**config.mk**
```make
export PLATFORM = sky130hd
export DESIGN_NAME = cond_branch_unit
export DESIGN_NICKNAME = d
export VERILOG_FILES = /design/src/rtl/cond_branch_unit.sv
export SDC_FILE = /design/constraint.sdc
export NUM_CORES = 1
export LEC_CHECK = 0
export BUFFER_PORTS_ARGS = -buffer_cell sky130_fd_sc_hd__buf_2
export CORE_MARGIN = 5
export CORE_UTILIZATION = 50
export DETAILED_ROUTE_END_ITERATION = 16
export GPL_ROUTABILITY_DRIVEN = 0
export PLACE_DENSITY = 0.74
export SLEW_MARGIN = 20
export SYNTH_ARGS = -nofsm -noshare
export SYNTH_HDL_FRONTEND = slang
export SYNTH_SLANG_ARGS = --single-unit
```
**constraint.sdc**
```tcl
create_clock -name clk -period 2.65 [get_ports clk]
set_input_delay 0.1325 -clock clk [delete_from_list [all_inputs] [get_ports clk]]
set_output_delay 0.1325 -clock clk [all_outputs]
set_load 0.02 [all_outputs]
```
**src/rtl/cond_branch_unit.sv**
```systemverilog
`timescale 1ns/1ps
module cond_branch_unit #(
  parameter int DATA_W = 32,
  parameter int ADDR_W = 32,
  parameter int INSN_W = 16,
  parameter int OFF_W  = 10,
  parameter int CC_W   = 4
) (
  input  logic              clk,
  input  logic              rst_n,
  input  logic              cmp_req,
  input  logic [DATA_W-1:0] cmp_a,
  input  logic [DATA_W-1:0] cmp_b,
  input  logic              br_req,
  input  logic [INSN_W-1:0] br_insn,
  input  logic [ADDR_W-1:0] br_addr,
  output logic [4:0]        flags,
  output logic              res_valid,
  output logic              res_taken,
  output logic [ADDR_W-1:0] res_disp,
  output logic [ADDR_W-1:0] res_next_pc,
  output logic              res_illegal
);
  localparam int          EXT_W    = ADDR_W - OFF_W - 1;
  localparam int          CC_LO    = OFF_W;
  localparam int          CC_HI    = OFF_W + CC_W - 1;
  localparam logic [CC_W-1:0] LAST_CC = CC_W'(9);

  // bit4 ult, bit3 ugt, bit2 eq, bit1 slt, bit0 sgt
  logic       op_eq, op_slt, op_ult;
  logic [4:0] flags_d;
  assign op_eq   = (cmp_a == cmp_b);
  assign op_slt  = ($signed(cmp_a) < $signed(cmp_b));
  assign op_ult  = (cmp_a < cmp_b);
  assign flags_d = op_eq ? 5'b00100 : {op_ult, ~op_ult, 1'b0, op_slt, ~op_slt};

  logic [CC_W-1:0]   cc;
  logic [OFF_W-1:0]  off;
  logic [ADDR_W-1:0] disp, seq_pc, next_pc;
  logic              marker_ok, illegal, cond_ok, taken;

  assign cc        = br_insn[CC_HI:CC_LO];
  assign off       = br_insn[OFF_W-1:0];
  assign marker_ok = &br_insn[INSN_W-1:INSN_W-2];
  assign disp      = {{EXT_W{off[OFF_W-1]}}, off, 1'b0};
  assign illegal   = !marker_ok || (cc > LAST_CC);
  assign taken     = !illegal && cond_ok;
  assign seq_pc    = br_addr + ADDR_W'(2);
  assign next_pc   = illegal ? br_addr : (taken ? seq_pc + disp : seq_pc);

  always_comb begin
    case (cc)
      4'd0:    cond_ok = flags[2];
      4'd1:    cond_ok = !flags[2];
      4'd2:    cond_ok = flags[1];
      4'd3:    cond_ok = flags[0];
      4'd4:    cond_ok = flags[4];
      4'd5:    cond_ok = flags[3];
      4'd6:    cond_ok = flags[0] | flags[2];
      4'd7:    cond_ok = flags[1] | flags[2];
      4'd8:    cond_ok = flags[3] | flags[2];
      4'd9:    cond_ok = flags[4] | flags[2];
      default: cond_ok = 1'b0;
    endcase
  end

  always_ff @(posedge clk or negedge rst_n) begin
    if (!rst_n) begin
      flags <= '0;
    end else if (cmp_req) begin
      flags <= flags_d;
    end
  end

  always_ff @(posedge clk or negedge rst_n) begin
    if (!rst_n) begin
      res_valid   <= 1'b0;
      res_taken   <= 1'b0;
      res_disp    <= '0;
      res_next_pc <= '0;
      res_illegal <= 1'b0;
    end else begin
      res_valid <= br_req;
      if (br_req) begin
        res_taken   <= taken;
        res_disp    <= disp;
        res_next_pc <= next_pc;
        res_illegal <= illegal;
      end
    end
  end
endmodule

```
== After elaboration in Yosys (flattened, before gate mapping) ==
Index checks and enable logic that the tools add are counted.
Word-level totals
  output and inout bits: 72
  input bits: 116
  word-level logic and storage cells: 38
  register bits after elaboration: 50
Cells by class
  bitwise operators: 6
  reduce and logical (&&, ||, !) cells: 7
  muxes and demuxes: 4
  add/sub/neg operators: 2
  equal/unequal tests: 10
  $lt $le $gt $ge: 3
Operator list (number)
  $lt 32x32->1: 2
  $mux 32: 2
  $add 32x2->32 const B: 1
  $add 32x32->32: 1
  $eq 32x32->1: 1
  $eq 4x3->1 const B: 4
  $pmux 1 s10: 1
  $eq 4x2->1 const B: 2
  $eq 4x4->1 const B: 2
  $mux 5: 1
  $eq 4x1->1 const B: 1
  $gt 4x4->1 const B: 1
  $logic_not 4->1: 1
  $or 1x1->1: 4
  $logic_not 1->1: 3
  $not 1->1: 2
  $reduce_and 2->1: 1
  $logic_and 1x1->1: 1
  $logic_or 1x1->1: 1

== Depth between registers and ports, before layout ==
  word-level depth: 7
  mapped depth: 16
  mapped depth without buffers: 15

== Least setup slack after synthesis ==
No wires, ideal clock.
  path type: input to register
  from: in br_addr[12]
  to: reg res_next_pc[29]
  stages on the path: 15
  data arrival time: 3062 ps
  data required time: 2554 ps
  path buffers: 2
  slack: -507 ps
  library setup time: 96 ps
  cells stage by stage: buf_2 > and4_1 > and4_1 > and2_1 > nand4_1 > xnor2_1 > ha_1 > clkbuf_1 > nand2_1 > nor2_1 > a221oi_1 > nand2_1 > a211oi_1 > mux2_2 > o31ai_1
Between the ends
  cells in the longest elaborated chain, start to end: 4
RTL lines
  from (decl): line 16  | input logic [ADDR_W-1:0] br_addr,
  $add 32x2->32 (*): line 48  | assign seq_pc = br_addr + ADDR_W'(2);
  $add 32x32->32: line 49  | assign next_pc = illegal ? br_addr : (taken ? seq_pc + disp : seq_pc);
  $mux 32 (*) (2 in a row): line 49
  to (signal assigned): line 87  | res_next_pc <= next_pc;
  to (decl): line 21  | output logic [ADDR_W-1:0] res_next_pc,
Mark *: on every way between the ends. The rest lies on a longest branch, timed or not.
A chain may end at the register's enable or synchronous reset.

== Worst setup path in the final report ==
  from: in br_addr[4]
  to: reg res_next_pc[29]
Same word-level chain as after synthesis.

==> results.yml <==
outcome:
  status: "finished with violations"
  violations: "negative setup slack"
cts:
  root_buffer: "clkbuf_16"
  cts_buffers: 5
  cts_tree: "yes"
  worstSkewPairLatency_ns: 0.31
  path_clk_slew_ns: 0.07
  cts_max_path_buffers: 2
  h-tree-depth: 2
  clock_sinks: 50
timing:
  setup_tns_ns: -2.31
  fmax_mhz: 342
  grt_setup_unrepaired: "true"
  fin_worst_skew_ns: 0.00507
  slew_headroom_pct: 44.6
  finalCriticalPeriod_ns: 2.93
  setup_slack_ns: -0.276
  finalHoldViolCount: 0
  post-route-period-util_pct: 110
  finalSetupViolCount: 14
  fin_hold_ws_ns: 0.0512
  finalMaxSlewViolations: 0
  worst_pin_slew_ns: 0.821
yosys:
  post_synth_fa_ha_maj_area_fraction_pct: 15.1
  synth_compound_area_share_pct: 26.3
  yosysWarnings: 0
  synthFlopType: "dfrtp_1"
  synth_mux_area_share_pct: 4.00
  syn_nets: 943
  syn-instance-count: 755
  seq_area_frac_synth_pct: 20.8
  synth_xor_xnor_area_share_pct: 6.85
  yosysUniqueCellTypes: 68
  synth_area_um2: 6010
  synth_top_area_share_pct: 20.8
  ys_async_sr_fraction_pct: 100
  yosys.area.top_type: "dfrtp_1"
  synth_top_family_by_area: "compound AO/OA/AOI/OAI gates"
  synth_area_leaders: "dfrtp_1 (21%), ha_1 (15%), xnor2_1 (5.4%)"
  yosys.area_share.simple_pct: 18.5
  ys_seq_elements: 50
  avgSynthCellArea_um2: 7.96
  synth_edf_count: 0
global_routing:
  grt_max_degree: 51
  grt-ovfl-total: 0
  grt_pass1_vias: 7013
  grt_util_all_layers_pct: 29.2
  antenna_found_initial: 0
  grt_pass1_wl_um: 34200
routing:
  drcViolationCount: 0
  viasPerCell: 6.06
  vias: 7400
  firstDrtPassIters: 5
  drt-total-wl_um: 23500
  dr.first_iter.drc_count: 720
  drt-wirelength-per-cell_um: 19.3
  antenna_left: 0
floorplanning:
  coreArea_um2: 11900
  dieHeight_um: 120
  die_w_um: 120
  die_area_um2: 14300
  num_rows: 40
  start_util_pct: 50.5
  ios: 188
finish:
  stdcell_area_um2: 9190
  diodes: 0
  syn2layout_area_growth_pct: 52.8
  final_cell_mix: "buf_2 (176), buf_4 (165), inv_1 (57), ha_1 (57), nor2_1 (52)"
  final_core_util_pct: 77.1
  fin_nets: 1261
  final_common_cell: "buf_2"
  nFillCells: 769
  final_cells: 1221
  drive_above_1_share_pct: 47.1
critical_path:
  cp-start-kind: "input port"
  crit_path_end_kind: "register"
  worstPathArrival_ns: 3.15
  crit_type: "in -> reg"
  r2r-start: "flags[2]"
  crit_start: "br_addr[4]"
  crit_fanout: 4
  ff2ff_path_depth: 8
  worstSetupEndpoint: "res_next_pc[29]"
  cp.required_ns: 2.87
  timing.rr.end: "res_next_pc[28]"
  r2r_setup_slack_ns: 0.06
placed_design:
  place_hpwl_um: 15700
  dp.cells: 1191
  io_buffer_count: 186
  pre_cts_ws_ns: -0.695
  placed_area_um2: 8090
job:
  maxCapViolations: 0
power:
  power_mw: 3.48
  powerDensity_nw_per_um2: 379
  ir_worst_vdd_mv: 0.247
  p_leak_nw: 4.56
worst_hold_path:
  holdCritPathClass: "in -> reg"
## power breakdown
part / switching [mW] / internal (mW) / leakage (nW)
logic: 1.02 / 0.828 / 3.89
clock network: 0.344 / 0.381 / 0.0770
registers: 0.0597 / 0.847 / 0.591
## metal layers
layer	wire (µm)	track usage, %
met1	9130	35.8
met2	11200	50.5
met3	2080	5.42
met4	1170	11.9
met5	0	0
## logic make-up (layout without fill, tap and decap cells)
family | Yosys count | in the layout
AND/OR/NAND/NOR | 223 | 223
XOR/XNOR | 47 | 47
other | 1 | 1
flip-flops | 50 | 50
AO/OA/AOI/OAI | 232 | 232
adder cells (fa/ha/maj) | 72 | 72
buffers and inverters | 108 | 427
multiplexers | 22 | 22
## state kept, by name (all words and copies together), names as in the netlist
name / flops
flags: 5
res_disp: 10
res_illegal: 1
res_next_pc: 32
res_taken: 1
res_valid: 1
## worst max-delay path: stages
cell and delay, ns:
buf_8 0.09, nand4_4 0.17, buf_6 0.17, nor2_4 0.10, nand2_2 0.12, xnor2_2 0.28, ha_1 0.34, a21oi_2 0.20
o221ai_2 0.11, a31o_1 0.22, o211ai_1 0.31, nand2_1 0.13, a211oi_2 0.26, mux2_4 0.33, o31ai_4 0.17
## layout make-up
class                   count  area (µm²)  area share [%]
clock buffers               6         139            1.51
clock inverters             2        17.5           0.191
inverters                  58         218            2.37
multi-input cells         597        5000            54.4
flip-flops and latches     50        1250            13.6
well taps                 147         184            2.00
repair buffers            361        2380            25.9
## synth_stat cells (3+ instances only)
cell,number
a211oi_1,8
a21o_1,31
a21oi_1,61
a221oi_1,4
a311oi_1,3
a31oi_1,8
and2_1,4
and3_1,13
and4_1,5
buf_2,10
buf_4,22
clkbuf_1,16
dfrtp_1,50
ha_1,71
inv_1,58
mux2_2,16
mux2i_1,6
nand2_1,58
nand2b_1,4
nand3_1,22
nand4_1,16
nor2_1,61
nor2b_1,5
nor3_1,13
nor4_1,3
o211ai_1,16
o21a_1,4
o21ai_0,40
o21bai_1,9
o221ai_1,5
o2bb2ai_1,8
o311ai_0,3
o31ai_1,8
or2_2,4
or3_1,4
xnor2_1,37
xor2_1,10
## how the worst min path moves through the flow
stage	start	end	slack, ns	cells after the start
after floorplan	rst_n	flags[0]	-0.16	0
after global placement	rst_n	res_next_pc[14]	0.07	1
after detailed placement	rst_n	res_next_pc[14]	0.06	1
after CTS	br_addr[0]	res_next_pc[0]	0.05	2
after global routing	br_addr[0]	res_next_pc[0]	0.05	2
final	br_addr[0]	res_next_pc[0]	0.05	2
## timing repair
item,CTS,global route
setup endpoints to repair,17,19
hold endpoints to repair,12,0
pin swaps,58,40
hold buffers,1,0
resized for setup,100,53
buffers inserted,12,10
Note: power is estimated with default switching activity, not from simulation.
